$ cat src/rtl/i2cw_pkg.sv
package i2cw_pkg;

    localparam int unsigned BYTE_W   = 8;
    localparam int unsigned ADDR_W   = BYTE_W - 1;
    localparam int unsigned BITCNT_W = $clog2(BYTE_W + 2);

    localparam logic [BITCNT_W-1:0] LAST_BIT = BITCNT_W'(BYTE_W);
    localparam logic [BITCNT_W-1:0] ACK_BIT  = BITCNT_W'(BYTE_W + 1);

    localparam logic [4:0] EXT_PREFIX = 5'b11110;

    typedef enum logic [1:0] {
        PH_IDLE,
        PH_ADDR,
        PH_RX,
        PH_TX
    } phase_e;

    typedef enum logic [1:0] {
        ACK_NONE,
        ACK_FORCE,
        ACK_BY_EN
    } ack_e;

    typedef struct packed {
        logic start;
        logic stop;
        logic rise;
        logic fall;
        logic sda;
    } bus_ev_t;

    function automatic logic is_ext_code(input logic [BYTE_W-1:0] b);
        return b[BYTE_W-1 -: 5] == EXT_PREFIX;
    endfunction

endpackage

$ cat src/rtl/i2cw_sync.sv
module i2cw_sync #(
    parameter int unsigned WIDTH  = 2,
    parameter int unsigned STAGES = 2
) (
    input  logic             clk,
    input  logic             rst,
    input  logic [WIDTH-1:0] din,
    output logic [WIDTH-1:0] dout
);
    for (genvar i = 0; i < WIDTH; i++) begin : g_line
        logic [STAGES-1:0] ff;
        always_ff @(posedge clk) begin
            if (rst) ff <= '1;
            else     ff <= {ff[STAGES-2:0], din[i]};
        end
        assign dout[i] = ff[STAGES-1];
    end
endmodule

$ cat src/rtl/i2cw_bus_events.sv
module i2cw_bus_events
    import i2cw_pkg::*;
(
    input  logic    clk,
    input  logic    rst,
    input  logic    scl_s,
    input  logic    sda_s,
    output bus_ev_t ev
);
    logic scl_q, sda_q;

    always_ff @(posedge clk) begin
        if (rst) begin
            scl_q <= 1'b1;
            sda_q <= 1'b1;
        end else begin
            scl_q <= scl_s;
            sda_q <= sda_s;
        end
    end

    always_comb begin
        ev.rise  = !scl_q && scl_s;
        ev.fall  = scl_q && !scl_s;
        ev.start = scl_q && scl_s && sda_q && !sda_s;
        ev.stop  = scl_q && scl_s && !sda_q && sda_s;
        ev.sda   = sda_s;
    end
endmodule

$ cat src/rtl/i2cw_byte_fsm.sv
module i2cw_byte_fsm
    import i2cw_pkg::*;
(
    input  logic              clk,
    input  logic              rst,
    input  bus_ev_t           ev,
    input  logic [ADDR_W-1:0] own_addr,
    input  logic              stop_irq_en,
    input  logic              wait_at_ninth,
    input  logic              ack_en,
    input  logic              data_wr,
    input  logic [BYTE_W-1:0] data_wdata,
    input  logic              wait_release,
    output logic              scl_low,
    output logic              sda_low,
    output logic [BYTE_W-1:0] rx_data,
    output logic              irq,
    output logic              addr_match,
    output logic              ext_code,
    output logic              dir_read,
    output logic              last_ack_rx
);
    phase_e              phase;
    ack_e                ack_mode;
    logic [BITCNT_W-1:0] bitcnt;
    logic [BYTE_W-1:0]   shreg;
    logic [BYTE_W-1:0]   txsh;
    logic                in_slot;
    logic                hold;
    logic                irq_q;

    always_ff @(posedge clk) begin
        if (rst) begin
            phase       <= PH_IDLE;
            ack_mode    <= ACK_NONE;
            bitcnt      <= '0;
            shreg       <= '0;
            txsh        <= '1;
            in_slot     <= 1'b0;
            hold        <= 1'b0;
            irq_q       <= 1'b0;
            rx_data     <= '0;
            addr_match  <= 1'b0;
            ext_code    <= 1'b0;
            dir_read    <= 1'b0;
            last_ack_rx <= 1'b0;
        end else begin
            irq_q <= 1'b0;
            if (data_wr) txsh <= data_wdata;
            if (data_wr || wait_release) hold <= 1'b0;

            if (ev.stop) begin
                phase    <= PH_IDLE;
                hold     <= 1'b0;
                ack_mode <= ACK_NONE;
                in_slot  <= 1'b0;
                bitcnt   <= '0;
                if (stop_irq_en) irq_q <= 1'b1;
            end else if (ev.start) begin
                phase      <= PH_ADDR;
                hold       <= 1'b0;
                ack_mode   <= ACK_NONE;
                in_slot    <= 1'b0;
                bitcnt     <= '0;
                addr_match <= 1'b0;
                ext_code   <= 1'b0;
                dir_read   <= 1'b0;
            end else if (phase != PH_IDLE) begin
                if (ev.rise) begin
                    if (bitcnt < LAST_BIT) shreg <= {shreg[BYTE_W-2:0], ev.sda};
                    else if (phase == PH_TX) last_ack_rx <= !ev.sda;
                    if (bitcnt < ACK_BIT) bitcnt <= bitcnt + 1'b1;
                end else if (ev.fall) begin
                    if (bitcnt == LAST_BIT) begin
                        in_slot <= 1'b1;
                        unique case (phase)
                            PH_ADDR: begin
                                rx_data <= shreg;
                                if (is_ext_code(shreg)) begin
                                    ext_code <= 1'b1;
                                    ack_mode <= ACK_BY_EN;
                                    irq_q    <= 1'b1;
                                    hold     <= 1'b1;
                                end else if (shreg[BYTE_W-1:1] == own_addr) begin
                                    addr_match <= 1'b1;
                                    dir_read   <= shreg[0];
                                    ack_mode   <= ACK_FORCE;
                                end else begin
                                    phase   <= PH_IDLE;
                                    in_slot <= 1'b0;
                                end
                            end
                            PH_RX: begin
                                rx_data  <= shreg;
                                ack_mode <= ACK_BY_EN;
                                if (!wait_at_ninth) begin
                                    irq_q <= 1'b1;
                                    hold  <= 1'b1;
                                end
                            end
                            PH_TX: begin
                                ack_mode <= ACK_NONE;
                                if (!data_wr) txsh <= {txsh[BYTE_W-2:0], 1'b1};
                                if (!wait_at_ninth) begin
                                    irq_q <= 1'b1;
                                    hold  <= 1'b1;
                                end
                            end
                            default: ;
                        endcase
                    end else if (bitcnt == ACK_BIT) begin
                        bitcnt   <= '0;
                        ack_mode <= ACK_NONE;
                        in_slot  <= 1'b0;
                        unique case (phase)
                            PH_ADDR: begin
                                if (ext_code) begin
                                    phase <= PH_RX;
                                end else begin
                                    irq_q <= 1'b1;
                                    hold  <= 1'b1;
                                    phase <= dir_read ? PH_TX : PH_RX;
                                end
                            end
                            PH_RX: begin
                                if (wait_at_ninth) begin
                                    irq_q <= 1'b1;
                                    hold  <= 1'b1;
                                end
                            end
                            PH_TX: begin
                                if (wait_at_ninth) begin
                                    irq_q <= 1'b1;
                                    hold  <= 1'b1;
                                end
                                if (!last_ack_rx) phase <= PH_IDLE;
                            end
                            default: ;
                        endcase
                    end else if (phase == PH_TX && bitcnt != '0 && !data_wr) begin
                        txsh <= {txsh[BYTE_W-2:0], 1'b1};
                    end
                end
            end
        end
    end

    always_comb begin
        scl_low = hold;
        irq     = irq_q;
        sda_low = (in_slot && (ack_mode == ACK_FORCE || (ack_mode == ACK_BY_EN && ack_en)))
                || (phase == PH_TX && !in_slot && !txsh[BYTE_W-1]);
    end
endmodule

$ cat src/rtl/i2cw_slave.sv
module i2cw_slave
    import i2cw_pkg::*;
#(
    parameter int unsigned SYNC_STAGES = 2
) (
    input  logic              clk,
    input  logic              rst,
    input  logic              scl_i,
    input  logic              sda_i,
    output logic              scl_drive_low,
    output logic              sda_drive_low,
    input  logic [ADDR_W-1:0] own_addr,
    input  logic              stop_irq_en,
    input  logic              wait_at_ninth,
    input  logic              ack_en,
    input  logic              data_wr,
    input  logic [BYTE_W-1:0] data_wdata,
    input  logic              wait_release,
    output logic [BYTE_W-1:0] rx_data,
    output logic              irq,
    output logic              addr_match,
    output logic              ext_code,
    output logic              dir_read,
    output logic              last_ack_rx
);
    logic [1:0] lines_s;
    bus_ev_t    ev;

    i2cw_sync #(.WIDTH(2), .STAGES(SYNC_STAGES)) u_sync (
        .clk  (clk),
        .rst  (rst),
        .din  ({scl_i, sda_i}),
        .dout (lines_s)
    );

    i2cw_bus_events u_ev (
        .clk   (clk),
        .rst   (rst),
        .scl_s (lines_s[1]),
        .sda_s (lines_s[0]),
        .ev    (ev)
    );

    i2cw_byte_fsm u_fsm (
        .clk           (clk),
        .rst           (rst),
        .ev            (ev),
        .own_addr      (own_addr),
        .stop_irq_en   (stop_irq_en),
        .wait_at_ninth (wait_at_ninth),
        .ack_en        (ack_en),
        .data_wr       (data_wr),
        .data_wdata    (data_wdata),
        .wait_release  (wait_release),
        .scl_low       (scl_drive_low),
        .sda_low       (sda_drive_low),
        .rx_data       (rx_data),
        .irq           (irq),
        .addr_match    (addr_match),
        .ext_code      (ext_code),
        .dir_read      (dir_read),
        .last_ack_rx   (last_ack_rx)
    );
endmodule

$ cat config.mk
export PLATFORM = sky130hd
export DESIGN_NAME = i2cw_slave
export DESIGN_NICKNAME = d
export VERILOG_FILES = /design/src/rtl/i2cw_pkg.sv /design/src/rtl/i2cw_sync.sv /design/src/rtl/i2cw_bus_events.sv /design/src/rtl/i2cw_byte_fsm.sv /design/src/rtl/i2cw_slave.sv
export SDC_FILE = /design/constraint.sdc
export NUM_CORES = 1
export LEC_CHECK = 0
export BUFFER_PORTS_ARGS = -buffer_cell sky130_fd_sc_hd__buf_2
export CORE_ASPECT_RATIO = 1.5
export CORE_UTILIZATION = 50
export DETAILED_ROUTE_END_ITERATION = 6
export PLACE_DENSITY = 0.71
export SKIP_LAST_GASP = 1
export SLEW_MARGIN = 20
export SYNTH_ARGS = -nofsm -noshare
export SYNTH_HDL_FRONTEND = slang
export SYNTH_SLANG_ARGS = --single-unit
$ cat constraint.sdc
create_clock -name clk -period 2.34 [get_ports clk]
set_clock_uncertainty 0.15 [all_clocks]
set_input_delay 0.234 -clock clk [delete_from_list [all_inputs] [get_ports clk]]
set_output_delay 0.234 -clock clk [all_outputs]
set_load 0.1 [all_outputs]
## Word-level counts from Yosys, hierarchy flattened

Cells that the tools add are included.
Widths: inputs -> output; s select.

- Add/sub/neg operators: 1
- Multipliers: 0
- Divide/modulo/power cells: 0
- $lt $le $gt $ge: 2
- Eq/ne operators: 25
- Shift-type cells: 0
- Multiplexer cells: 88
- Bitwise operators: 4
- Reduce and logical (&&, ||, !) cells: 49

Operators with widths:

| operator | number |
|---|---|
| $mux 8 | 11 |
| $mux 1 | 55 |
| $mux 2 | 11 |
| $mux 4 | 5 |
| $reduce_bool 2->1 | 10 |
| $reduce_and 9->1 | 2 |
| $ne 4x4->1 const B | 4 |
| $ne 3x3->1 const B | 5 |
| $reduce_and 7->1 | 2 |
| $logic_and 1x1->1 | 13 |
| $reduce_and 6->1 | 2 |
| $ne 2x2->1 const B | 5 |
| $reduce_and 5->1 | 2 |
| $eq 4x4->1 const B | 2 |
| $lt 4x4->1 const B | 2 |
| $pmux 1 s2 | 4 |
| $reduce_and 8->1 | 1 |
| $eq 7x7->1 | 1 |
| $logic_not 1->1 | 7 |
| $eq 2x2->1 const B | 3 |
| $pmux 2 s3 | 1 |
| $reduce_or 2->1 | 3 |
| $eq 5x5->1 const B | 1 |
| $add 4x1->4 const B | 1 |
| 9 further kinds | 16 |

- Register bits: 45
- Latch bits: 0
- Memory bits (writable): 0
- Memory bits (read-only): 0
- Bits of input ports: 24
- Logic and storage cells: 187
- Memories kept: 0

## Depth between registers and ports, before layout

- Depth in word-level cells: 11
- Depth in mapped cells: 8
- Mapped depth without buffers: 7

## Cells and area by module

From an unflattened synthesis, not the netlist that was laid out.

- Cell total of the unflattened synthesis: 293
- Area total of the unflattened synthesis: 2524.9 µm²

Modules (own cells, without submodules):

| module | times used | cells each | area each (µm²) |
|---|---|---|---|
| i2cw_byte_fsm | 1 | 274 | 2312.2 |
| i2cw_sync | 1 | 10 | 120.1 |
| i2cw_bus_events | 1 | 9 | 92.6 |

## Worst setup path before layout

OpenSTA, ideal clock, no wires.

- Path type: reg2out
- Start point: register u_fsm.phase[0]
- End point: output sda_drive_low
- Data arrival time: 2.782 ns
- Required time: 1.956 ns
- Slack: -0.826 ns
- Cell stages (with the launch flop): 5
- Buffers on the path: 1
- Cells stage by stage: dfxtp_1 ha_1 buf_6 nand2b_1 o21ai_0

- Word-level cells in the longest chain between the ends: 4

RTL lines:

| item | RTL line | RTL |
|---|---|---|
| start: declaration | i2cw_byte_fsm.sv:23 | `phase_e phase;` |
| start signal: assignment | i2cw_byte_fsm.sv:122 | `phase <= dir_read ? PH_TX : PH_RX;` |
| $eq 2x2->1 | i2cw_byte_fsm.sv:152 | `\|\| (phase == PH_TX && !in_slot && !txsh[BYTE_W-1]);` |
| $logic_and 1x1->1 (2 in series) | i2cw_byte_fsm.sv:152 |  |
| $logic_or 1x1->1 | i2cw_byte_fsm.sv:152 |  |
| end: declaration | i2cw_slave.sv:11 | `output logic sda_drive_low,` |

Every way passes these cells.

## Worst setup path in the final report

- Start point: register u_fsm.bitcnt[0]
- End point: register u_fsm.phase[0]

- Word-level cells in the longest chain between the ends: 6
- Elaborated cells on any way between the ends: 14

RTL lines:

| item | RTL line | RTL |
|---|---|---|
| start: declaration | i2cw_byte_fsm.sv:25 | `logic [BITCNT_W-1:0] bitcnt;` |
| start signal: assignment | i2cw_byte_fsm.sv:72 | `if (bitcnt < ACK_BIT) bitcnt <= bitcnt + 1'b1;` |
| $eq 4x4->1 | i2cw_byte_fsm.sv:74 | `if (bitcnt == LAST_BIT) begin` |
| $mux 2 | i2cw_byte_fsm.sv:74 |  |
| $mux 1 | i2cw_byte_fsm.sv:73 | `end else if (ev.fall) begin` |
| $mux 1 | i2cw_byte_fsm.sv:69 | `if (ev.rise) begin` |
| $mux 1 | i2cw_byte_fsm.sv:68 | `end else if (phase != PH_IDLE) begin` |
| $mux 1 | i2cw_byte_fsm.sv:59 | `end else if (ev.start) begin` |

Parallel ways exist; a longest one is shown, timed or not. The select of a mux whose other input is x is not followed.
A chain may end at the register's enable or synchronous reset.

==> flow_metrics.py <==
metrics = {
    "grt": {
        "congestion_overflow_gr": 0,
        "grt_first_pass_wirelength_mm": 8.72,
        "groute.usage.overall": 0.217,
        "antenna_found_initial": 0,
        "number_of_global_route_vias_before_repair": 1960,
        "grt_max_degree": 26,
    },
    "detailed_routing": {
        "drt-initial-drc-count": 53,
        "via_count": 2037,
        "drc_errors": 0,
        "firstDrtPassIters": 4,
        "detail_route.wirelength_mm": 5.24,
        "via_per_inst": 5.45,
        "postRouteAntennaNets": 0,
        "detail_route.wl_per_cell_um": 14.0,
    },
    "logic_synthesis": {
        "synth.distinct_cells": 60,
        "synth_area_leaders": "dfxtp_1, mux2i_1, ha_1",
        "synth_async_sr_flop_share": 0,
        "synth_top_area_frac": 0.362,
        "netlist.top_cell.by_area": "dfxtp_1",
        "synth_nets": 300,
        "synth_sequential_area_ratio": 0.362,
        "synth_area_mm2": 0.00249,
        "synthesis.yosys.warnings": 0,
        "synth-seq-cells": 45,
        "synth-main-ff-cell": "dfxtp_1",
        "post_synth_edffs": 0,
        "syn_area_per_cell_um2": 9.35,
        "postSynthCellCount": 266,
    },
    "worst_hold_path": {
        "holdCritPathClass": "primary input to register",
    },
    "die": {
        "top_ports": 39,
        "initial_utilization": 0.517,
        "die_w_um": 59.6,
        "placementRows": 31,
        "core_area_mm2": 0.00481,
        "die_footprint_mm2": 0.00526,
        "chipHeight_um": 88.4,
    },
    "placement": {
        "buffer_ports.inserted": 38,
        "instance_area_after_placement_mm2": 0.00274,
        "dp_hpwl_mm": 3.96,
        "place.gp.congestion": 0.862,
        "dp_cells": 364,
    },
    "cells_and_area": {
        "final_core_util": 0.591,
        "layout-area-overhead-vs-synth_pct": 14.2,
        "design_area_mm2": 0.00284,
        "final_nets": 341,
        "drive_above_1_share": 0.244,
        "finalNonFillerCells": 374,
        "diodes": 0,
    },
    "setup_path": {
        "critical_path_arrival_ns": 2.22,
        "crit_fanout": 9,
        "crit_path_top_delay_cell": "and3b_1",
        "worstPathRequired_ns": 2.38,
        "reg2reg_slack_ns": 0.16,
        "path_class": "register to register",
        "critical_path.startpoint_type": "register",
        "critPathMaxStageDelay_ns": 0.42,
        "worst_setup_path_end_kind": "register",
        "worstPathCellList": "inv_1 > ha_1 > and3b_1 > a21oi_1 > a211oi_1 > o211a_1 > a211oi_2",
    },
    "clocking": {
        "max-clock-path-buffers": 2,
        "path_clk_slew_ns": 0.08,
        "numClockSinks": 45,
        "cts_root_buf": "clkbuf_8",
        "worst_skew_pair.late_latency_ns": 0.30,
        "cts_tree": "built",
        "cts_repair_resize_count": 0,
        "htree_num_levels": 2,
        "cts-buffers-inserted": 5,
    },
    "sta": {
        "report.final.slew_viol_count": 0,
        "timing_hold_violations_final": 0,
        "period_minus_slack_ns": 2.18,
        "setup_viol": 0,
        "max-slew-margin-rel": 0.638,
        "final_min_period_over_clock_period": 0.931,
        "tightestPinTransition_ns": 0.535,
        "fin_tns_setup_ns": 0,
        "rsz_0062_raised_after_global_routing": "no",
        "max_freq_mhz": 459,
    },
    "pwr": {
        "leakagePower_nw": 1.21,
        "cellPowerDensity_mw_per_mm2": 484,
        "vdd_drop_max_mv": 0.357,
    },
    "run_status": {
        "outcome": "finished clean",
    },
    "run": {
        "maxcap_violations": 0,
    },
}
## synthesized netlist by cell type (2+ instances only)
master / instances
nand3_1: 8
a211oi_1: 3
nor2b_4: 2
nor3_1: 2
a211oi_2: 2
ha_1: 10
dfxtp_1: 45
o21a_1: 3
nand4_1: 2
nand2_1: 18
nor2b_1: 2
a41oi_1: 2
a22oi_1: 8
buf_4: 2
a311oi_1: 2
o21ai_1: 4
inv_1: 14
nor2_1: 27
a31oi_1: 2
a21oi_1: 6
buf_2: 2
nand2b_1: 3
clkbuf_1: 5
xor2_1: 8
or2_2: 6
and3b_1: 2
mux2i_1: 26
o211a_1: 2
nand3b_1: 2
o21ai_0: 9
o22ai_1: 8
## cell families (layout without fill, tap and decap cells)
group	count (synthesis)	in the layout	share of synthesized area
flops	45	45	0.362
xor+xnor	8	8	0.0282
buf+inv	24	66	0.0433
compound gates	60	60	0.179
simple gates	93	93	0.232
mux	26	26	0.105
fa+ha+maj	10	10	0.0503
## critical path, delay by kind of cell, from the launching register on
family / cells / cell delay [ns]
buffers and inverters: 1 / 0.09
flip-flops: 1 / 0.35
AO/OA/AOI/OAI: 4 / 0.74
AND/OR/NAND/NOR: 1 / 0.42
adder cells (fa/ha/maj): 1 / 0.33
## cell type report
type                       instances  area [µm²]
fill                             457        1970
multi-input combinational        197        1480
sequential                        45         901
timing repair buffer              44         240
tap                               66        82.6
clock buffer                       6        72.6
inverter                          14        52.6
clock inverter                     2        10.0
## path summary, 6_finish.rpt
check                               from                      to  depth (start not counted)
hold / removal             data_wdata[0]           u_fsm.txsh[0]                          3
setup reg to reg         u_fsm.bitcnt[0]          u_fsm.phase[0]                          7
hold reg to reg   u_sync.g_line[0].ff[0]  u_sync.g_line[0].ff[1]                          1
setup / recovery         u_fsm.bitcnt[0]          u_fsm.phase[0]                          7
## repair_timing
action                    in CTS  in global routing
buffers inserted               0                  0
hold buffers                   2                  0
hold endpoints to repair       2                  0
## registers in the layout, summed over array words and instances (netlist names), 2 cells and up
register / cells
u_sync.g_line.ff: 4
u_fsm.phase: 2
u_fsm.bitcnt: 4
u_fsm.shreg: 8
u_fsm.ack_mode: 2
u_fsm.rx_data: 8
u_fsm.txsh: 8
## report_power, final
| group | switching (mW) | internal (mW) | total [mW] |
|---|---|---|---|
| logic | 0.0660 | 0.0514 | 0.117 |
| registers | 0.00943 | 0.779 | 0.789 |
| clock network | 0.262 | 0.207 | 0.469 |
## layout by cell type, fill, tap and decap left out, types with 3 or more instances in the layout
master,count
nand3_1,8
a211oi_1,3
nand2_1,18
clkbuf_8,5
buf_2,38
o21ai_1,4
xor2_1,8
ha_1,10
inv_1,14
a22oi_1,8
o21ai_0,8
o21a_1,3
o22ai_1,8
or2_2,6
buf_4,4
mux2i_1,26
dfxtp_1,45
nand2b_1,3
a21oi_1,6
nor2_1,27
## layer usage
layer  global-route usage  routed length (µm)  vias to the layer above
li1                     -                   -                     1038
met1                0.238                2250                      942
met3               0.0380                 161                        9
met2                0.397                2710                       48
met5                    0                   0                        -
met4               0.0973                 125                        0
## stage by stage
step	setup slack, ns	hold slack (ns)	total power [mW]
2_1_floorplan	0.367	0.188	0.880
3_3_place_gp	0.235	0.241	0.920
3_5_place_dp	0.181	0.246	0.922
4_1_cts	0.174	0.0360	1.38
5_1_grt	0.0361	0.0485	1.43
6_report	0.161	0.0441	1.37
(Power assumes the default switching activity.)
